`src/rtl/ecs_pkg.sv`:
```
package ecs_pkg;
  typedef enum logic [1:0] {
    PH_IDLE,
    PH_PRICE,
    PH_GATHER
  } phase_e;

  function automatic int width_of(input int n);
    return (n <= 2) ? 1 : $clog2(n);
  endfunction
endpackage

```
`src/rtl/ecs_tile_tracker.sv`:
```
module ecs_tile_tracker
  import ecs_pkg::*;
#(
  parameter int MAX_TILES = 8,
  parameter int CNT_W     = 4,
  parameter int IDX_W     = 3
) (
  input  logic             clk,
  input  logic             rst,
  input  logic             start_i,
  input  logic [CNT_W-1:0] cols_i,
  input  logic [CNT_W-1:0] rows_i,
  input  logic             valid_i,
  output logic             acc_o,
  output logic             pricing_o,
  output logic [IDX_W-1:0] tcol_o,
  output logic [IDX_W-1:0] trow_o,
  output logic             row_last_o
);
  phase_e           ph;
  logic [CNT_W-1:0] cols_r, rows_r;
  logic [IDX_W-1:0] tcol, trow;
  logic             prob_last;

  assign acc_o      = (ph != PH_IDLE) && valid_i && !start_i;
  assign pricing_o  = (ph == PH_PRICE);
  assign tcol_o     = tcol;
  assign trow_o     = trow;
  assign row_last_o = (CNT_W'(tcol) == cols_r - CNT_W'(1));
  assign prob_last  = row_last_o && (CNT_W'(trow) == rows_r - CNT_W'(1));

  always_ff @(posedge clk) begin
    if (rst) begin
      ph     <= PH_IDLE;
      cols_r <= '0;
      rows_r <= '0;
      tcol   <= '0;
      trow   <= '0;
    end else if (start_i) begin
      ph     <= PH_PRICE;
      cols_r <= cols_i;
      rows_r <= rows_i;
      tcol   <= '0;
      trow   <= '0;
    end else if (acc_o) begin
      if (row_last_o) begin
        tcol <= '0;
        if (prob_last) begin
          ph <= PH_IDLE;
        end else begin
          trow <= trow + IDX_W'(1);
          ph   <= PH_GATHER;
        end
      end else begin
        tcol <= tcol + IDX_W'(1);
      end
    end
  end
endmodule

```
`src/rtl/ecs_min_tree.sv`:
```
module ecs_min_tree #(
  parameter int LANES  = 4,
  parameter int DATA_W = 16,
  parameter int LANE_W = 2
) (
  input  logic [LANES*DATA_W-1:0] vals_i,
  input  logic [LANES-1:0]        mask_i,
  output logic signed [DATA_W-1:0] val_o,
  output logic [LANE_W-1:0]        lane_o,
  output logic                     vld_o
);
  localparam int LEAVES = 1 << $clog2(LANES);
  localparam int NODES  = 2 * LEAVES - 1;

  logic signed [DATA_W-1:0] nv [NODES];
  logic [LANE_W-1:0]        ni [NODES];
  logic                     nk [NODES];

  always_comb begin
    for (int j = 0; j < LEAVES; j++) begin
      if (j < LANES) begin
        nv[LEAVES-1+j] = vals_i[j*DATA_W +: DATA_W];
        ni[LEAVES-1+j] = LANE_W'(j);
        nk[LEAVES-1+j] = mask_i[j];
      end else begin
        nv[LEAVES-1+j] = '0;
        ni[LEAVES-1+j] = '0;
        nk[LEAVES-1+j] = 1'b0;
      end
    end
    for (int i = LEAVES - 2; i >= 0; i--) begin
      // left child holds the lower lanes and wins on equality
      if (nk[2*i+2] && (!nk[2*i+1] || (nv[2*i+2] < nv[2*i+1]))) begin
        nv[i] = nv[2*i+2];
        ni[i] = ni[2*i+2];
      end else begin
        nv[i] = nv[2*i+1];
        ni[i] = ni[2*i+1];
      end
      nk[i] = nk[2*i+1] | nk[2*i+2];
    end
  end

  assign val_o  = nv[0];
  assign lane_o = ni[0];
  assign vld_o  = nk[0];
endmodule

```
`src/rtl/ecs_col_slicer.sv`:
```
module ecs_col_slicer #(
  parameter int TILE_W = 4,
  parameter int TILE_H = 4,
  parameter int DATA_W = 16,
  parameter int LANE_W = 2,
  parameter int IDX_W  = 3
) (
  input  logic                       clk,
  input  logic                       rst,
  input  logic                       take_i,
  input  logic                       row_last_i,
  input  logic                       hit_i,
  input  logic [LANE_W-1:0]          lane_i,
  input  logic [IDX_W-1:0]           trow_i,
  input  logic [TILE_H*TILE_W*DATA_W-1:0] tile_i,
  output logic                       vec_valid_o,
  output logic [IDX_W-1:0]           vec_row_o,
  output logic [TILE_H*DATA_W-1:0]   col_vec_o,
  output logic [TILE_H*DATA_W-1:0]   rhs_vec_o
);
  localparam int VEC_W = TILE_H * DATA_W;

  logic [VEC_W-1:0] cur_col, cur_rhs, col_lat;

  always_comb begin
    for (int a = 0; a < TILE_H; a++) begin
      cur_col[a*DATA_W +: DATA_W] = tile_i[(a*TILE_W + int'(lane_i))*DATA_W +: DATA_W];
      cur_rhs[a*DATA_W +: DATA_W] = tile_i[(a*TILE_W + TILE_W - 1)*DATA_W +: DATA_W];
    end
  end

  always_ff @(posedge clk) begin
    if (rst) begin
      vec_valid_o <= 1'b0;
      vec_row_o   <= '0;
      col_vec_o   <= '0;
      rhs_vec_o   <= '0;
      col_lat     <= '0;
    end else begin
      vec_valid_o <= 1'b0;
      if (take_i && hit_i) col_lat <= cur_col;
      if (take_i && row_last_i) begin
        vec_valid_o <= 1'b1;
        vec_row_o   <= trow_i;
        col_vec_o   <= hit_i ? cur_col : col_lat;
        rhs_vec_o   <= cur_rhs;
      end
    end
  end
endmodule

```
`src/rtl/entering_col_selector.sv`:
```
module entering_col_selector
  import ecs_pkg::*;
#(
  parameter int TILE_W    = 4,
  parameter int TILE_H    = 4,
  parameter int DATA_W    = 16,
  parameter int MAX_TILES = 8,
  localparam int CNT_W    = $clog2(MAX_TILES + 1),
  localparam int IDX_W    = width_of(MAX_TILES),
  localparam int LANE_W   = width_of(TILE_W),
  localparam int COL_W    = width_of(MAX_TILES * TILE_W)
) (
  input  logic                            clk,
  input  logic                            rst,
  input  logic                            start_i,
  input  logic [CNT_W-1:0]                cols_i,
  input  logic [CNT_W-1:0]                rows_i,
  input  logic                            tile_valid_i,
  input  logic [TILE_H*TILE_W*DATA_W-1:0] tile_i,
  output logic                            sync_row_o,
  output logic                            sync_prob_o,
  output logic                            dec_valid_o,
  output logic                            dec_opt_o,
  output logic [COL_W-1:0]                dec_col_o,
  output logic                            vec_valid_o,
  output logic [IDX_W-1:0]                vec_row_o,
  output logic [TILE_H*DATA_W-1:0]        col_vec_o,
  output logic [TILE_H*DATA_W-1:0]        rhs_vec_o
);
  logic             acc, pricing, row_last;
  logic [IDX_W-1:0] tcol, trow;

  ecs_tile_tracker #(.MAX_TILES(MAX_TILES), .CNT_W(CNT_W), .IDX_W(IDX_W)) i_track (
    .clk(clk), .rst(rst), .start_i(start_i), .cols_i(cols_i), .rows_i(rows_i),
    .valid_i(tile_valid_i), .acc_o(acc), .pricing_o(pricing),
    .tcol_o(tcol), .trow_o(trow), .row_last_o(row_last)
  );

  // candidate mask: the right-hand-side lane of the closing tile never competes
  logic [TILE_W-1:0] lane_mask;
  always_comb begin
    for (int j = 0; j < TILE_W; j++) lane_mask[j] = !(row_last && (j == TILE_W - 1));
  end

  logic signed [DATA_W-1:0] win_val;
  logic [LANE_W-1:0]        win_lane;
  logic                     win_vld;

  ecs_min_tree #(.LANES(TILE_W), .DATA_W(DATA_W), .LANE_W(LANE_W)) i_tree (
    .vals_i(tile_i[TILE_W*DATA_W-1:0]), .mask_i(lane_mask),
    .val_o(win_val), .lane_o(win_lane), .vld_o(win_vld)
  );

  logic signed [DATA_W-1:0] best_val;
  logic [IDX_W-1:0]         best_tile, tile_n;
  logic [LANE_W-1:0]        best_lane, lane_n;
  logic                     found, found_n, take;

  assign take    = acc && pricing && win_vld && (win_val < 0) && (!found || (win_val < best_val));
  assign found_n = found | take;
  assign tile_n  = take ? tcol : best_tile;
  assign lane_n  = take ? win_lane : best_lane;

  always_ff @(posedge clk) begin
    if (rst) begin
      best_val    <= '0;
      best_tile   <= '0;
      best_lane   <= '0;
      found       <= 1'b0;
      dec_valid_o <= 1'b0;
      dec_opt_o   <= 1'b0;
      dec_col_o   <= '0;
      sync_row_o  <= 1'b0;
      sync_prob_o <= 1'b0;
    end else begin
      sync_row_o  <= acc && (tcol == '0);
      sync_prob_o <= acc && (tcol == '0) && (trow == '0);
      dec_valid_o <= 1'b0;
      if (start_i) begin
        found <= 1'b0;
      end else begin
        if (take) begin
          best_val  <= win_val;
          best_tile <= tcol;
          best_lane <= win_lane;
          found     <= 1'b1;
        end
        if (acc && pricing && row_last) begin
          dec_valid_o <= 1'b1;
          dec_opt_o   <= !found_n;
          dec_col_o   <= COL_W'(tile_n) * COL_W'(TILE_W) + COL_W'(lane_n);
        end
      end
    end
  end

  ecs_col_slicer #(
    .TILE_W(TILE_W), .TILE_H(TILE_H), .DATA_W(DATA_W), .LANE_W(LANE_W), .IDX_W(IDX_W)
  ) i_slice (
    .clk(clk), .rst(rst),
    .take_i(acc && !pricing && found), .row_last_i(row_last),
    .hit_i(tcol == best_tile), .lane_i(best_lane), .trow_i(trow),
    .tile_i(tile_i), .vec_valid_o(vec_valid_o), .vec_row_o(vec_row_o),
    .col_vec_o(col_vec_o), .rhs_vec_o(rhs_vec_o)
  );
endmodule

```
`config.mk`:
```
export PLATFORM = sky130hd
export DESIGN_NAME = entering_col_selector
export DESIGN_NICKNAME = d
export VERILOG_FILES = /design/src/rtl/ecs_pkg.sv /design/src/rtl/ecs_tile_tracker.sv /design/src/rtl/ecs_min_tree.sv /design/src/rtl/ecs_col_slicer.sv /design/src/rtl/entering_col_selector.sv
export SDC_FILE = /design/constraint.sdc
export NUM_CORES = 1
export LEC_CHECK = 0
export BUFFER_PORTS_ARGS = -buffer_cell sky130_fd_sc_hd__buf_4
export CAP_MARGIN = 20
export CORE_UTILIZATION = 47
export CTS_CLUSTER_DIAMETER = 50
export CTS_CLUSTER_SIZE = 24
export DETAILED_ROUTE_END_ITERATION = 16
export HOLD_SLACK_MARGIN = 0.1
export PLACE_DENSITY = 0.8
export RECOVER_POWER = 50
export SLEW_MARGIN = 30
export SYNTH_ARGS = -nofsm -noshare
export SYNTH_HDL_FRONTEND = slang
export SYNTH_SLANG_ARGS = --single-unit
```
`constraint.sdc`:
```
create_clock -name clk -period 6 [get_ports clk]
set_clock_uncertainty 0.15 [all_clocks]
set_input_delay 0.3 -clock clk [delete_from_list [all_inputs] [get_ports clk]]
set_output_delay 0.3 -clock clk [all_outputs]
set_load 0.02 [all_outputs]
```
==> results.py, run 1 <==
metrics = {
    "run_status": {
        "outcome": "finished, violations left",
        "violations": "max-capacitance violations, max-slew violations",
    },
    "global_routing": {
        "antenna_found_initial": 1,
        "grt_pass1_wl_microns": 72900,
        "grt_pass1_vias": 13500,
        "grt_max_degree": 102,
        "grt.total_usage_pct": 32.6,
        "grt.overflow.total": 0,
    },
    "synth": {
        "synthXorXnorAreaFrac_pct": 0.875,
        "netlist_area_sq_um": 13000,
        "seq_area_frac_synth_pct": 37.4,
        "synth_top_family_by_area": "multiplexers",
        "muxShareOfSynthArea_pct": 17.1,
        "yosysWarnings": 0,
        "syn_area_per_cell_sq_um": 8.63,
        "async_reset_ff_share_pct": 0,
        "synth-edff-count": 0,
        "synthSimpleGateAreaFrac_pct": 16.1,
        "synthFlopType": "dfxtp_1",
        "syn_inst": 1508,
        "synthAdderAreaFrac_pct": 6.35,
        "synth_cell_types": 58,
        "synth-compound-area-share_pct": 17.0,
        "ys_ff_latch": 243,
        "syn-num-nets": 1842,
    },
    "worst_setup_path": {
        "slowest_stage": "dlygate4sd3_1",
        "crit_top_cell": "a21oi_2",
        "critPathLaunchType": "primary input",
        "r2r_cells": 28,
        "crit_required_ns": 6.23,
        "critPathMaxStageDelay_ns": 0.55,
        "crit_type": "in2reg",
        "r2r_setup_slack_ns": 0.34,
        "rr_startpoint": "i_track.cols_r[1]",
        "critical_path.max_fanout": 13,
        "r2r_end": "best_val[4]",
        "endpoint_kind": "flip-flop",
        "worstPathArrival_ns": 5.93,
    },
    "cells_and_area": {
        "insertedDiodeCount": 0,
        "final_cell_mix": "buf_4 (397), nand2_1 (285), dfxtp_1 (239), a21oi_1 (208), clkbuf_1 (145)",
        "final_cells": 2424,
        "fill_cells": 2191,
        "nNetsFinal": 2398,
        "final_common_cell": "buf_4",
        "drive_gt1_share_pct": 27.4,
        "fin_util_pct": 69.1,
        "syn_to_final_growth_pct": 43.6,
    },
    "power_and_ir_drop": {
        "seqPwrFrac_pct": 35.8,
        "p_int_w": 0.00328,
        "p_leak_nw": 7.65,
        "combPwrFrac_pct": 24.4,
        "ir_drop_uv": 234,
        "pwr-share-clk_pct": 39.9,
        "p_sw_w": 0.00127,
        "switching_share_pct": 28.0,
        "power.density_nw_per_um2": 244,
    },
    "clocking": {
        "insertion_delay_ns": 0.55,
        "cts-buffers-inserted": 27,
        "ctsRootBufferMaster": "clkbuf_16",
        "ctsLongestPathBuffers": 3,
        "cts_max_level": 1,
        "cts.sinks": 243,
        "cts_tree": "built",
        "path_clk_slew_ns": 0.07,
    },
    "floorplan": {
        "coreArea_sq_um": 27000,
        "fp.dieW_microns": 168,
        "row_count": 60,
        "initial_core_util_pct": 48.1,
        "fp.dieH_microns": 168,
        "ios": 409,
        "dieArea_sq_um": 28400,
    },
    "min_path": {
        "hp-start": "rst",
        "worst_hold_path.num_cells": 2,
        "hold_end": "i_track.cols_r[1]",
        "min_path_type": "in2reg",
    },
    "placed_design": {
        "place_congestion": 1.05,
        "dp_hpwl_microns": 33500,
        "dp.cells": 2275,
        "io_buffers": 408,
    },
    "timing": {
        "fin_crit_ns": 5.71,
        "setup_viol": 0,
        "slew_headroom_pct": -144,
        "maxSlewViolCount": 190,
        "period_share_pct": 95.1,
        "hold_viol": 0,
        "tightest_slew_ns": 3.66,
        "clock.fmax_mhz": 175,
    },
    "routing": {
        "drt_wl_total_microns": 48500,
        "dr.pass1.iters": 5,
        "drt-vias-per-instance": 5.71,
        "dr.max_layer_used": "met5",
        "wl_met1_microns": 19000,
        "drc": 0,
        "wl_per_cell_microns": 20.0,
        "drt_iter0_markers": 1094,
        "met3_length_microns": 3500,
        "ant_nets": 0,
        "num_vias": 13800,
        "dr_wl_met2_microns": 23400,
    },
    "flow_run": {
        "max_cap_violations": 3,
    },
}
## flip-flops by register name (all words and copies together) (netlist names), 3 cells and up
register           count
i_slice.vec_row_o      3
dec_col_o              5
i_track.tcol_o         3
i_track.trow_o         3
best_tile              3
i_slice.col_vec_o     64
best_val              16
i_track.rows_r         4
i_slice.rhs_vec_o     64
i_slice.col_lat       64
i_track.cols_r         4
## metrics by stage
| step | total power [W] | setup TNS (ns) | setup WS (ns) | hold WS, ns | instance area [sq um] |
|---|---|---|---|---|---|
| final | 0.00455 | 0 | 0.292 | 0.0982 | 18700 |
| after global routing | 0.00473 | -0.0151 | -0.00631 | 0.127 | 18700 |
| after CTS | 0.00449 | 0 | 0.00152 | 0.100 | 19000 |
| after detailed placement | 0.00263 | -9.54 | -0.445 | 0.296 | 17100 |
| after global placement | 0.00262 | -4.32 | -0.217 | 0.291 | 17100 |
| after floorplan | 0.00216 | 0 | 0.0187 | 0.286 | 13100 |
## kinds of logic (layout without fill, tap and decap cells)
| logic type | after synthesis | in the layout |
|---|---|---|
| buf+inv | 167 | 742 |
| xor+xnor | 13 | 13 |
| simple gates | 500 | 500 |
| compound gates | 378 | 378 |
| fa+ha+maj | 66 | 66 |
| flops | 243 | 243 |
| mux | 141 | 141 |
## layer usage
metal | vias to the layer above | global-route usage, %
li1 | 6456 | -
met1 | 6568 | 39.0
met2 | 635 | 56.3
met3 | 183 | 5.67
met4 | 2 | 16.8
met5 | - | 0
## worst max path at each step
stage                           start            to  cells after the start
floorplan                  tile_i[15]  dec_col_o[1]                     31
global placement            tile_i[2]   best_val[7]                     32
detailed placement          tile_i[2]   best_val[9]                     31
CTS                 i_track.cols_r[1]   best_val[9]                     28
global route               tile_i[48]   best_val[7]                     31
finish                     tile_i[48]   best_val[4]                     32
## area by class of cell
cell class / instances / area [sq um] / share of cell area (%)
multi-input combinational: 1098 / 7630 / 40.8
sequential: 243 / 4870 / 26.1
timing repair buffer: 641 / 4570 / 24.5
clock buffer: 32 / 736 / 3.94
tap: 341 / 427 / 2.28
clock inverter: 16 / 250 / 1.34
inverter: 53 / 199 / 1.06
## worst max-delay path: cells and delay by family
family,cells,cell delay (ns)
adders and majority gates,2,0.63
AOI/OAI and AO/OA,16,2.29
and+or+nand+nor,6,0.83
muxes,1,0.39
buffers and inverters,7,1.49
## Yosys cell counts, types with 2 or more instances
master / instances / share of area [%]
or2_2: 2 / 0.096
nand4_1: 8 / 0.38
o22ai_1: 2 / 0.096
buf_1: 20 / 0.58
a21oi_1: 220 / 8.5
nand3_1: 44 / 1.7
a21o_1: 7 / 0.40
or3_1: 2 / 0.096
o21ai_0: 47 / 1.8
buf_6: 2 / 0.17
nor2_1: 117 / 3.4
o21ai_1: 2 / 0.077
o21a_1: 3 / 0.17
a32oi_1: 2 / 0.13
nand4b_1: 2 / 0.13
a211oi_1: 71 / 4.1
nand3b_1: 2 / 0.12
ha_1: 66 / 6.3
inv_1: 53 / 1.5
and3_1: 4 / 0.19
and2_1: 5 / 0.24
nand2_1: 285 / 8.2
xor2_1: 6 / 0.40
nor2b_1: 5 / 0.24
dfxtp_1: 243 / 37
o31ai_1: 3 / 0.17
mux2i_1: 74 / 5.7
nor3_1: 10 / 0.38
clkbuf_1: 74 / 2.1
mux4_2: 64 / 11
o21bai_1: 5 / 0.29
xnor2_1: 7 / 0.47
buf_2: 16 / 0.62
a31oi_1: 5 / 0.24
clkbuf_2: 2 / 0.077
nand2b_1: 6 / 0.29
## power by group through the flow
| stage | Combinational, W | Clock [W] | Sequential [W] |
|---|---|---|---|
| after floorplan | 0.000503 | 0 | 0.00166 |
| after global placement | 0.000950 | 0 | 0.00167 |
| after detailed placement | 0.000965 | 0 | 0.00167 |
| after CTS | 0.00102 | 0.00184 | 0.00163 |
| after global routing | 0.00120 | 0.00191 | 0.00163 |
| final | 0.00111 | 0.00182 | 0.00163 |
## what timing repair did
item                                    4_1_cts  5_1_grt
endpoints found under the setup margin       14       26
gates resized for setup                       2       58
gates cloned                                  0        3
pin swaps                                     0       19
buffers inserted                              0        8
hold buffers                                 89        0
hold endpoints to repair                     77        0
No activity file was read; power rests on OpenSTA's default activity.
==> inputs of run 2 (changes only) <==
CELL_PAD_IN_SITES_DETAIL_PLACEMENT = 1   (was unset)
CELL_PAD_IN_SITES_GLOBAL_PLACEMENT = 1   (was unset)
CORE_UTILIZATION = 34   (was 47)
==> results.py, run 2 (synthesis results as in run 1) <==
metrics = {
    "clocking": {
        "ctsRootBufferMaster": "clkbuf_16",
        "cts_tree": "built",
        "insertion_delay_ns": 0.56,
        "cts.sinks": 243,
        "cts-buffers-inserted": 29,
        "ctsLongestPathBuffers": 3,
        "path_clk_slew_ns": 0.07,
        "cts_max_level": 1,
    },
    "cells_and_area": {
        "syn_to_final_growth_pct": 53.1,
        "nNetsFinal": 2481,
        "top_regs": "i_slice.col_lat x64, i_slice.col_vec_o x64, i_slice.rhs_vec_o x64",
        "final_area_sq_um": 19900,
        "drive_gt1_share_pct": 29.1,
        "final_cell_mix": "buf_4 (426), nand2_1 (285), dfxtp_1 (240), a21oi_1 (207), clkbuf_1 (143)",
        "final_common_cell": "buf_4",
    },
    "worst_setup_path": {
        "crit_type": "reg2reg",
        "crit_buf_inv": 4,
        "worstPathArrival_ns": 6.10,
        "r2r_setup_slack_ns": 0.17,
        "slowest_stage": "mux2_4",
        "crit_required_ns": 6.27,
        "endpoint_kind": "flip-flop",
        "critPathLaunchType": "flip-flop",
        "critPathMaxStageDelay_ns": 0.39,
        "cpLargestDelayFamily": "compound AO/OA/AOI/OAI gates",
        "critical_path.max_fanout": 7,
    },
    "floorplan": {
        "fp.dieW_microns": 198,
        "row_count": 71,
        "coreArea_sq_um": 37700,
        "initial_core_util_pct": 34.5,
        "fp.dieH_microns": 198,
        "ios": 409,
        "dieArea_sq_um": 39100,
    },
    "routing": {
        "dr.pass1.iters": 5,
        "drt_wl_total_microns": 61000,
        "drc": 0,
        "wl_per_cell_microns": 22.7,
        "ant_nets": 0,
        "drt-vias-per-instance": 5.39,
        "drt_iter0_markers": 701,
        "num_vias": 14500,
    },
    "timing": {
        "tightest_slew_ns": 0.935,
        "slew_headroom_pct": 37.6,
        "setup_viol": 0,
        "holdWs_ns": 0.111,
        "period_share_pct": 97.2,
        "tns_ns": 0,
        "clock.fmax_mhz": 171,
        "maxSlewViolCount": 0,
        "fin_crit_ns": 5.83,
        "rsz0062_at_grt": "true",
        "hold_viol": 0,
    },
    "power_and_ir_drop": {
        "p_leak_nw": 8.09,
        "total_power_w": 0.00474,
        "power.density_nw_per_um2": 238,
        "ir_drop_uv": 218,
    },
    "placed_design": {
        "io_buffers": 408,
        "place_congestion": 0.973,
        "dp_hpwl_microns": 39000,
        "post_dp_cell_area_sq_um": 17600,
    },
    "global_routing": {
        "antenna_found_initial": 4,
        "grt_pass1_wl_microns": 89700,
        "grt.overflow.total": 0,
        "grt.total_usage_pct": 29.8,
        "grt_max_degree": 128,
        "grt_pass1_vias": 15700,
    },
    "min_path": {
        "min_path_type": "in2reg",
    },
    "run_status": {
        "outcome": "finished, final reports clean",
    },
    "flow_run": {
        "max_cap_violations": 0,
    },
}
## run 2: changes by cell type in the layout (fill, tap and decap cells not counted), moves of 4 or more
cell | previous run | this run
buf_12 | 3 | 8
buf_4 | 397 | 426
clkinv_2 | 0 | 4
diode_2 | 0 | 4
dlygate4sd3_1 | 89 | 136
ha_1 | 65 | 60
ha_4 | 1 | 5
o21ai_0 | 26 | 22
o21ai_1 | 18 | 13
o21ai_4 | 0 | 6
## run 2: path summary, 6_finish.rpt
kind	start	cells past startpoint	to
setup / recovery	i_track.cols_r[1]	29	best_val[6]
hold / removal	tile_i[200]	4	i_slice.col_lat[56]
setup reg to reg	i_track.cols_r[1]	29	best_val[6]
hold reg to reg	i_slice.col_lat[46]	2	i_slice.col_lat[46]
## run 2: layout make-up
type | instances | area (sq um)
flip-flops and latches | 243 | 4870
diodes | 4 | 10.0
repair buffers | 722 | 5380
clock buffers | 34 | 785
fillers | 4471 | 17700
clock inverters | 20 | 244
inverters | 53 | 199
multi-input cells | 1098 | 7800
well taps | 511 | 639
## run 2: metrics by stage
stage	setup WS, ns	utilization, %	cells
after global routing	-0.130	52.9	2685
after detailed placement	-0.419	46.7	2477
after floorplan	0.0187	-	1508
final	0.169	52.9	2685
after CTS	0.00390	53.1	2668
after global placement	-0.261	46.7	2477
## run 2: tightest hold or removal path: stages
cell and delay (ns):
buf_4 0.07, mux4_2 0.24, nand2_1 0.05, a21oi_1 0.11
## run 2: layer usage
metal	part of all wire [%]	vias up	wire, microns	global-route usage, %
li1	-	6630	-	-
met1	38	7143	23400	32.9
met2	51	537	31400	54.2
met3	5.2	168	3170	4.93
met4	4.9	0	3010	15.9
met5	0	-	0	0
## run 2: where the power goes
group / internal (W) / switching [W] / total [W]
Combinational: 0.000671 / 0.000595 / 0.00127
Clock: 0.00106 / 0.000792 / 0.00185
Sequential: 0.00162 / 0.0000118 / 0.00163
## run 2: what timing repair did
item	4_1_cts	5_1_grt
cloned	0	2
endpoints found under the hold margin	105	0
buffers inserted	1	8
pin swaps	1	18
setup endpoints to repair	26	26
resized for setup	14	75
hold buffers	136	0
